### src/rtl/tcc_pkg.sv
// Shared encodings for the timer capture/compare channel.
// Assumes the mode and edge/level fields are two bits wide each.
package tcc_pkg;
    localparam logic [1:0] MODE_CAPTURE = 2'b00;

    localparam logic [1:0] EL_PORT  = 2'b00;
    localparam logic [1:0] EL_RISE  = 2'b01;  // capture: rising; compare: toggle
    localparam logic [1:0] EL_FALL  = 2'b10;  // capture: falling; compare: clear
    localparam logic [1:0] EL_BOTH  = 2'b11;  // capture: any edge; compare: set
endpackage

### src/rtl/tcc_edge_detect.sv
// Synchronises an asynchronous pin and reports single-cycle rising and
// falling pulses. Assumes STAGES >= 1; the pin is treated as low in reset.
module tcc_edge_detect #(
    parameter int STAGES = 2
) (
    input  logic clk,
    input  logic rst_n,
    input  logic pin,
    output logic rise,
    output logic fall
);
    logic [STAGES-1:0] sync_q;
    logic              last_q;

    generate
        if (STAGES == 1) begin : g_single
            // Single stage capture of the pin.
            always_ff @(posedge clk) begin
                if (!rst_n) sync_q <= '0;
                else        sync_q <= pin;
            end
        end else begin : g_chain
            // Shift the pin through the synchroniser chain.
            always_ff @(posedge clk) begin
                if (!rst_n) sync_q <= '0;
                else        sync_q <= {sync_q[STAGES-2:0], pin};
            end
        end
    endgenerate

    // Remember the last synchronised level for edge detection.
    always_ff @(posedge clk) begin
        if (!rst_n) last_q <= 1'b0;
        else        last_q <= sync_q[STAGES-1];
    end

    assign rise = sync_q[STAGES-1] & ~last_q;
    assign fall = ~sync_q[STAGES-1] & last_q;
endmodule

### src/rtl/tcc_flag.sv
// Event flag with a two-step clear: a status read while set arms the
// clear, and a following write of zero clears it. A new event in the
// same cycle as the clearing write keeps the flag set.
module tcc_flag (
    input  logic clk,
    input  logic rst_n,
    input  logic set_evt,
    input  logic stat_rd,
    input  logic flag_wr0,
    output logic flag
);
    logic armed_q;

    // Track the read that arms the clear; any zero write disarms it.
    always_ff @(posedge clk) begin
        if (!rst_n)        armed_q <= 1'b0;
        else if (flag_wr0) armed_q <= 1'b0;
        else if (stat_rd && flag) armed_q <= 1'b1;
    end

    // Set on events, clear only on an armed zero write.
    always_ff @(posedge clk) begin
        if (!rst_n)                    flag <= 1'b0;
        else if (set_evt)              flag <= 1'b1;
        else if (flag_wr0 && armed_q)  flag <= 1'b0;
    end
endmodule

### src/rtl/tcc_out.sv
// Output level generator: port preset, counter-reset preset, compare
// actions, toggle on wrap (winning over a coincident match) and a
// max-duty override that is sampled only at period boundaries.
module tcc_out
    import tcc_pkg::*;
(
    input  logic       clk,
    input  logic       rst_n,
    input  logic [1:0] mode,
    input  logic [1:0] edge_lvl,
    input  logic       tov_en,
    input  logic       max_duty,
    input  logic       match,
    input  logic       ovf,
    input  logic       cnt_rst,
    output logic       out
);
    logic out_q;
    logic max_eff_q;
    logic cmp_mode;
    logic force_lvl;
    logic match_lvl;

    assign cmp_mode  = (mode != MODE_CAPTURE);
    assign force_lvl = (edge_lvl != EL_BOTH);

    // Level the output takes on a compare match.
    always_comb begin
        case (edge_lvl)
            EL_RISE: match_lvl = ~out_q;
            EL_FALL: match_lvl = 1'b0;
            EL_BOTH: match_lvl = 1'b1;
            default: match_lvl = out_q;
        endcase
    end

    // Sample the max-duty request only at a period boundary.
    always_ff @(posedge clk) begin
        if (!rst_n)              max_eff_q <= 1'b0;
        else if (ovf || cnt_rst) max_eff_q <= max_duty;
    end

    // Output register with the priority of presets and actions.
    always_ff @(posedge clk) begin
        if (!rst_n) begin
            out_q <= 1'b1;
        end else if (edge_lvl == EL_PORT) begin
            out_q <= ~mode[0];
        end else if (cnt_rst) begin
            if (edge_lvl == EL_FALL)      out_q <= 1'b0;
            else if (edge_lvl == EL_BOTH) out_q <= 1'b1;
        end else if (cmp_mode) begin
            if (ovf && (max_duty || max_eff_q)) out_q <= force_lvl;
            else if (ovf && tov_en)             out_q <= ~out_q;
            else if (max_eff_q)                 out_q <= force_lvl;
            else if (match)                     out_q <= match_lvl;
        end
    end

    assign out = out_q;
endmodule

### src/rtl/tcc_channel.sv
// One capture/compare channel on a shared timer counter. The counter,
// its prescaler and channel pairing live outside. cnt_upd marks cycles
// where cnt holds a freshly advanced value; cnt_ovf marks the wrap.
module tcc_channel
    import tcc_pkg::*;
#(
    parameter int CW          = 16,
    parameter int SYNC_STAGES = 2
) (
    input  logic          clk,
    input  logic          rst_n,
    input  logic [CW-1:0] cnt,
    input  logic          cnt_upd,
    input  logic          cnt_ovf,
    input  logic          cnt_rst,
    input  logic [1:0]    mode,
    input  logic [1:0]    edge_lvl,
    input  logic          tov_en,
    input  logic          max_duty,
    input  logic          req_en,
    input  logic          dma_sel,
    input  logic          val_wr,
    input  logic [CW-1:0] val_in,
    input  logic          stat_rd,
    input  logic          flag_wr0,
    input  logic          pin_in,
    output logic          pin_out,
    output logic          pin_oe,
    output logic [CW-1:0] ch_val,
    output logic          flag,
    output logic          irq,
    output logic          dma_req
);
    logic          rise;
    logic          fall;
    logic          cap_mode;
    logic          cmp_mode;
    logic          cap_evt;
    logic          match;
    logic          req;
    logic [CW-1:0] val_q;

    assign cap_mode = (mode == MODE_CAPTURE) && (edge_lvl != EL_PORT);
    assign cmp_mode = (mode != MODE_CAPTURE);

    tcc_edge_detect #(.STAGES(SYNC_STAGES)) u_edge (
        .clk  (clk),
        .rst_n(rst_n),
        .pin  (pin_in),
        .rise (rise),
        .fall (fall)
    );

    // Decide whether the synchronised edge matches the selected polarity.
    always_comb begin
        case (edge_lvl)
            EL_RISE: cap_evt = cap_mode & rise;
            EL_FALL: cap_evt = cap_mode & fall;
            EL_BOTH: cap_evt = cap_mode & (rise | fall);
            default: cap_evt = 1'b0;
        endcase
    end

    assign match = cmp_mode && cnt_upd && (cnt == val_q);

    // Channel value: capture has priority over a software write.
    always_ff @(posedge clk) begin
        if (!rst_n)       val_q <= '0;
        else if (cap_evt) val_q <= cnt;
        else if (val_wr)  val_q <= val_in;
    end

    tcc_flag u_flag (
        .clk     (clk),
        .rst_n   (rst_n),
        .set_evt (cap_evt | match),
        .stat_rd (stat_rd),
        .flag_wr0(flag_wr0),
        .flag    (flag)
    );

    tcc_out u_out (
        .clk     (clk),
        .rst_n   (rst_n),
        .mode    (mode),
        .edge_lvl(edge_lvl),
        .tov_en  (tov_en),
        .max_duty(max_duty),
        .match   (match),
        .ovf     (cnt_ovf),
        .cnt_rst (cnt_rst),
        .out     (pin_out)
    );

    assign pin_oe  = cmp_mode && (edge_lvl != EL_PORT);
    assign ch_val  = val_q;
    assign req     = flag & req_en;
    assign irq     = req & ~dma_sel;
    assign dma_req = req & dma_sel;
endmodule

### config.mk
export PLATFORM = sky130hd
export DESIGN_NAME = tcc_channel
export DESIGN_NICKNAME = d
export VERILOG_FILES = /design/src/rtl/tcc_pkg.sv /design/src/rtl/tcc_edge_detect.sv /design/src/rtl/tcc_flag.sv /design/src/rtl/tcc_out.sv /design/src/rtl/tcc_channel.sv
export SDC_FILE = /design/constraint.sdc
export NUM_CORES = 1
export LEC_CHECK = 0
export BUFFER_PORTS_ARGS = -buffer_cell sky130_fd_sc_hd__buf_2
export CORE_MARGIN = 1.5
export CORE_UTILIZATION = 44
export CTS_BUF_LIST = sky130_fd_sc_hd__clkbuf_16
export CTS_CLUSTER_SIZE = 25
export DETAILED_ROUTE_END_ITERATION = 6
export PLACE_DENSITY = 0.78
export SLEW_MARGIN = 25
export SYNTH_ARGS = -nofsm -noshare
export SYNTH_HDL_FRONTEND = slang
export SYNTH_SLANG_ARGS = --single-unit
### constraint.sdc
create_clock -name clk -period 2 [get_ports clk]
set_clock_uncertainty 0.2 [all_clocks]
set_input_delay 0.3 -clock clk [delete_from_list [all_inputs] [get_ports clk]]
set_output_delay 0.3 -clock clk [all_outputs]
set_load 0.02 [all_outputs]
# [Word level (Yosys, flattened, before mapping)]
# Index checks and enable logic that the tools add are counted.
# Widths: inputs -> output; s select.
[op_classes] n_bitwise=16 n_mux=15 n_eq_ne=6 n_reduce_logical=21
[ops] op="$mux 16" n=2
[ops] op="$eq 16x16->1" n=1
[ops] op="$mux 1" n=11
[ops] op="$and 1x1->1" n=8
[ops] op="$logic_and 1x1->1" n=8
[ops] op="$reduce_bool 2->1" n=4
[ops] op="$reduce_bool 7->1" n=1
[ops] op="$not 1->1" n=6
[ops] op="$pmux 1 s3" n=2
[ops] op="$reduce_bool 6->1" n=1
[ops] op="$eq 2x2->1 const B" n=2
[ops] op="$logic_not 2->1" n=2
[ops] op="$ne 4x1->1 const B" n=1
[ops] op="$reduce_and 4->1" n=1
[ops] op="$reduce_bool 3->1" n=1
[ops] op="$eq 2x1->1 const B" n=1
[ops] op="$logic_or 1x1->1" n=2
[ops] op="$ne 2x2->1 const B" n=1
[ops] op="$or 1x1->1" n=2
[ops] op="$reduce_or 2->1" n=1
[totals] in_bits=49 word_cells=65 out_inout_bits=21 regBits=23

# [Longest topological paths before layout]
[depth] ltp_word=10 mapped_depth=8 mapped_depth_nobuf=7

# [Modules after synthesis]
# Synthesis repeated with hierarchy kept, for this count alone.
[unflattened] hier_cells=146 area_unflattened_um2=1363.8
[by_module_without_submodules] mod="tcc_channel" cells_per_inst=102 seq_area_each_um2=320.3 area_each_um2=991.0 instances=1
[by_module_without_submodules] mod="tcc_out" cells_per_inst=29 seq_area_each_um2=40.0 area_each_um2=209.0 instances=1
[by_module_without_submodules] mod="tcc_edge_detect" cells_per_inst=8 seq_area_each_um2=60.1 area_each_um2=91.3 instances=1
[by_module_without_submodules] mod="tcc_flag" cells_per_inst=7 seq_area_each_um2=40.0 area_each_um2=72.6 instances=1

# [Worst setup path before layout]
# Ideal clock, no wire load.
[synth_timing] path_kind="flip-flop to flip-flop" from="reg val_q[5], in the netlist ch_val[5]" to="reg u_out.out_q, in the netlist u_out.out" required_ns=1.677 path_buffers=0 stages_incl_launch_ff=6 setup_ns=0.123 period_less_slack_ns=1.725 t_arrival_ns=1.402 path_slack_ns=0.275 path_cell_list="dfxtp_1 xnor2_1 nand4_1 nor4b_2 a31oi_1 mux2_1"
[synth_via] elab_chain_len=4
[synth_rtl] item="start, declared" line_no="tcc_channel.sv:41" source="logic [CW-1:0] val_q;"
[synth_rtl] item="start signal, assigned" line_no="tcc_channel.sv:69" source="else if (cap_evt) val_q <= cnt;"
[synth_rtl] item="start signal, assigned" line_no="tcc_channel.sv:70" source="else if (val_wr) val_q <= val_in;"
[synth_rtl] item="$eq 16x16->1" line_no="tcc_channel.sv:64" source="assign match = cmp_mode && cnt_upd && (cnt == val_q);"
[synth_rtl] item="$logic_and 1x1->1" line_no="tcc_channel.sv:64"
[synth_rtl] item="$reduce_bool 6->1 (no source line)"
[synth_rtl] item="$reduce_and 4->1 (no source line)"
[synth_rtl] item="end signal, assigned" line_no="tcc_out.sv:54" source="else if (ovf && tov_en) out_q <= ~out_q;"
[synth_rtl] item="end signal, assigned" line_no="tcc_out.sv:55" source="else if (max_eff_q) out_q <= force_lvl;"
[synth_rtl] item="end signal, assigned" line_no="tcc_out.sv:56" source="else if (match) out_q <= match_lvl;"
[synth_rtl] item="end, declared" line_no="tcc_out.sv:18" source="logic out_q;"
# Every way passes these cells.
# A chain may end at the register's enable or synchronous reset.

# [Worst setup path in the final report]
[layout_timing] from="reg u_edge.last_q" to="reg val_q[15], in the netlist ch_val[15]"
[layout_via] elab_chain_len=6 word_cells_on_any_way=10 cone_classes="2 x mux; 7 x bitwise; 1 x reduce/logical"
[layout_rtl] item="start, declared" line_no="tcc_edge_detect.sv:13" source="logic last_q;"
[layout_rtl] item="start signal, assigned" line_no="tcc_edge_detect.sv:34" source="else last_q <= sync_q[STAGES-1];"
[layout_rtl] item="$not 1->1" line_no="tcc_edge_detect.sv:37" source="assign rise = sync_q[STAGES-1] & ~last_q;"
[layout_rtl] item="$and 1x1->1" line_no="tcc_edge_detect.sv:37"
[layout_rtl] item="$or 1x1->1" line_no="tcc_channel.sv:59" source="EL_BOTH: cap_evt = cap_mode & (rise | fall);"
[layout_rtl] item="$and 1x1->1" line_no="tcc_channel.sv:59"
[layout_rtl] item="$pmux 1 s3 (*)" line_no="tcc_channel.sv:56" source="case (edge_lvl)"
[layout_rtl] item="$mux 16 / $reduce_bool 2->1 (equally long branches)"
# Every way passes the cells marked *; elsewhere a longest branch is shown, timed or not.

==> flow_results.xml <==
<?xml version="1.0" encoding="UTF-8"?>
<metrics>
  <group name="global_routing">
    <metric name="gr-total-overflow" unit="">0</metric>
    <metric name="grt_pass1_vias" unit="">1110</metric>
    <metric name="grt_first_pass_wirelength" unit="µm">4680</metric>
    <metric name="met3_grt_util" unit="%">4.69</metric>
    <metric name="grt_use_met1" unit="%">21.3</metric>
    <metric name="grt_max_degree" unit="">34</metric>
    <metric name="grt_peak_use_layer" unit="">met2</metric>
    <metric name="global_route.usage.met2" unit="%">32.0</metric>
    <metric name="grtUsageTotal" unit="%">17.7</metric>
    <metric name="antenna_found_initial" unit="">0</metric>
  </group>
  <group name="setup_path">
    <metric name="cp_max_fo" unit="">33</metric>
    <metric name="critPathRequiredTime" unit="ns">1.96</metric>
    <metric name="worstSetupPathType" unit="">reg2reg</metric>
    <metric name="reg2reg_slack" unit="ns">0.21</metric>
    <metric name="timing.critical_path.arrival" unit="ns">1.75</metric>
    <metric name="timing.critical_path.from_type" unit="">flip-flop</metric>
    <metric name="end_kind" unit="">flip-flop</metric>
  </group>
  <group name="floorplan">
    <metric name="placementRows" unit="">19</metric>
    <metric name="die-height" unit="µm">58.0</metric>
    <metric name="initial_cell_density_of_the_core" unit="%">47.5</metric>
    <metric name="fp.dieW" unit="µm">58.0</metric>
    <metric name="pin_count" unit="">70</metric>
    <metric name="design.core.area" unit="µm²">2810</metric>
    <metric name="die_area" unit="µm²">3360</metric>
  </group>
  <group name="routing">
    <metric name="first_pass_iters" unit="">6</metric>
    <metric name="drt_iter0_markers" unit="">35</metric>
    <metric name="drc" unit="">0</metric>
    <metric name="route.detailed.wl_per_inst" unit="µm">11.8</metric>
    <metric name="remaining_number_of_nets_flagged_by_the_antenna_check_after_routing" unit="">0</metric>
    <metric name="post_drt_via_cell_ratio" unit="">5.11</metric>
    <metric name="number_of_vias_after_detailed_routing" unit="">1248</metric>
    <metric name="postRouteWirelength" unit="µm">2890</metric>
  </group>
  <group name="timing">
    <metric name="report.final.slew_viol_count" unit="">0</metric>
    <metric name="timing_hold_violations_final" unit="">0</metric>
    <metric name="timing.max_slew.rel_slack" unit="%">67.2</metric>
    <metric name="fin_crit_sh" unit="%">89.6</metric>
    <metric name="period_minus_slack" unit="ns">1.79</metric>
    <metric name="unrepaired_setup_endpoints_after_global_routing" unit="">false</metric>
    <metric name="hold_worst_slack" unit="ns">0.0264</metric>
    <metric name="timing.fmax" unit="GHz">0.558</metric>
    <metric name="final.setup.worst_slack" unit="ns">0.208</metric>
    <metric name="worst_pin_slew" unit="ns">0.492</metric>
    <metric name="total_negative_slack_for_setup_checks" unit="ns">0</metric>
    <metric name="timing.final.setup_violations" unit="">0</metric>
  </group>
  <group name="cts">
    <metric name="cts_hold_repair.buffers" unit="">0</metric>
    <metric name="cts.sinks" unit="">23</metric>
    <metric name="cts-htree-levels" unit="">1</metric>
    <metric name="clock_tree_from_tritoncts" unit="">built</metric>
    <metric name="tritoncts.num_buffers" unit="">3</metric>
    <metric name="cts_root_buffer" unit="">clkbuf_16</metric>
    <metric name="clock_insertion_delay_worst_skew" unit="ns">0.25</metric>
    <metric name="clk_pin_slew_worst_paths" unit="ns">0.06</metric>
    <metric name="post_cts.resized_instances" unit="">0</metric>
    <metric name="postCtsSetupRepairBufs" unit="">0</metric>
    <metric name="max-clock-path-buffers" unit="">2</metric>
  </group>
  <group name="synthesis">
    <metric name="netlist_top_cells_area" unit="">dfxtp_1, mux2i_1, xnor2_1</metric>
    <metric name="synth.yosys.seq_area_share" unit="%">34.6</metric>
    <metric name="synth-warning-count" unit="">0</metric>
    <metric name="mappedNetlistArea" unit="µm²">1330</metric>
    <metric name="synth_cell_type_count" unit="">33</metric>
    <metric name="synth_largest_type_area_fraction" unit="%">34.6</metric>
    <metric name="postSynthAreaPerCell" unit="µm²">9.18</metric>
    <metric name="ys_seq_elements" unit="">23</metric>
    <metric name="synth_cells" unit="">145</metric>
    <metric name="synth_nets" unit="">196</metric>
    <metric name="synth_top_area_cell" unit="">dfxtp_1</metric>
  </group>
  <group name="power">
    <metric name="power_leakage" unit="nW">0.841</metric>
    <metric name="power-per-cell-area" unit="nW/µm²">671</metric>
    <metric name="vdd.ir_drop.worst" unit="V">0.000387</metric>
  </group>
  <group name="layout">
    <metric name="fill_cells" unit="">244</metric>
    <metric name="final_util" unit="%">63.5</metric>
    <metric name="post_route_cells_drive_above_1_share" unit="%">39.4</metric>
    <metric name="final_nets" unit="">265</metric>
    <metric name="antennaDiodeCount" unit="">0</metric>
    <metric name="areaGrowthSynthToFinish" unit="%">33.7</metric>
  </group>
  <group name="run_status">
    <metric name="outcome" unit="">finished clean</metric>
  </group>
  <group name="placement">
    <metric name="buffer_ports.inserted" unit="">69</metric>
    <metric name="hpwl" unit="µm">2260</metric>
    <metric name="gp_congestion" unit="">0.756</metric>
    <metric name="place_worst_setup_slack" unit="ns">0.167</metric>
  </group>
  <group name="job">
    <metric name="reported_max_cap_violation_count" unit="">0</metric>
  </group>
  <group name="hold_path">
    <metric name="worstHoldPathType" unit="">in2reg</metric>
  </group>
</metrics>
## cell families after synthesis
family	share of synthesized area [%]
adder cells (fa/ha/maj)	1.88
flip-flops	34.6
multiplexers	12.9
AO/OA/AOI/OAI	18.7
AND/OR/NAND/NOR	17.2
XOR/XNOR	10.5
buffers and inverters	4.23
## synthesized netlist by cell type, drive strengths merged
| cell type | count |
|---|---|
| dfxtp | 23 |
| nand2 | 8 |
| mux2 | 1 |
| ha | 2 |
| nor2 | 24 |
| xnor2 | 15 |
| xor2 | 1 |
| a221o | 1 |
| nand4 | 3 |
| nand2b | 2 |
| and4b | 1 |
| nand3 | 2 |
| a211oi | 16 |
| o311ai | 1 |
| or3 | 1 |
| mux2i | 16 |
| a21oi | 4 |
| a31oi | 3 |
| nor3 | 2 |
| inv | 4 |
| clkbuf | 2 |
| buf | 5 |
| and3 | 1 |
| nor4b | 1 |
| o211a | 1 |
| and2 | 2 |
| o21ai | 3 |
## report_power, final
part           leakage (nW)  total (W)  switching, W  internal [W]
logic                 0.609   0.000266      0.000138      0.000128
registers             0.190   0.000512     0.0000232      0.000489
clock network        0.0423   0.000416      0.000150      0.000266
## per-stage QoR
step | instance area, µm² | total power, W | cells
3_3_place_gp | 1700 | 0.000785 | 240
4_1_cts | 1780 | 0.00121 | 244
5_1_grt | 1780 | 0.00126 | 244
2_1_floorplan | 1330 | 0.000682 | 145
3_5_place_dp | 1700 | 0.000788 | 240
6_report | 1780 | 0.00119 | 244
## state kept, by name (all words and copies together), names as in the netlist
name             cells
ch_val              16
u_edge.sync_q        2
u_edge.last_q        1
u_flag.armed_q       1
u_flag.flag          1
u_out.max_eff_q      1
u_out.out            1
## cell usage in the layout, fill, tap and decap left out, types with 4 or more instances in the layout
cell      netlist  routed
a211oi_1        9       9
a211oi_2        7       7
a21oi_1         4       4
buf_2           3      69
dfxtp_1        23      23
inv_1           4       5
mux2i_1        16      16
nand2_1         8       8
nor2_1         23      23
xnor2_1        15      15
## layer usage
layer	part of all wire, %	wire length [µm]
met1	47	1360
met2	48	1380
met3	5.0	144
met4	0.28	8
met5	0	0
## worst paths after layout
kind              cells after the start                to              from
hold reg to reg                       1  u_edge.sync_q[1]  u_edge.sync_q[0]
hold / removal                        2    u_flag.armed_q          flag_wr0
setup / recovery                      8        ch_val[15]     u_edge.last_q
setup reg to reg                      8        ch_val[15]     u_edge.last_q
## cell type report
class / count / area [µm²] / area share, %
inverters: 4 / 15.0 / 0.843
clock inverters: 1 / 3.75 / 0.211
repair buffers: 71 / 373 / 20.9
well taps: 31 / 38.8 / 2.18
clock buffers: 3 / 75.1 / 4.22
multi-input cells: 111 / 815 / 45.7
flip-flops and latches: 23 / 460 / 25.9
## worst max-delay path, cell delays in order (launching register included)
cell and delay [ns]:
dfxtp_1 0.33, inv_1 0.05, ha_1 0.27, nand2_1 0.05, o211a_1 0.16, o21ai_4 0.17
buf_12 0.20, nor2_1 0.06, a211oi_1 0.21
(Power assumes the default switching activity.)
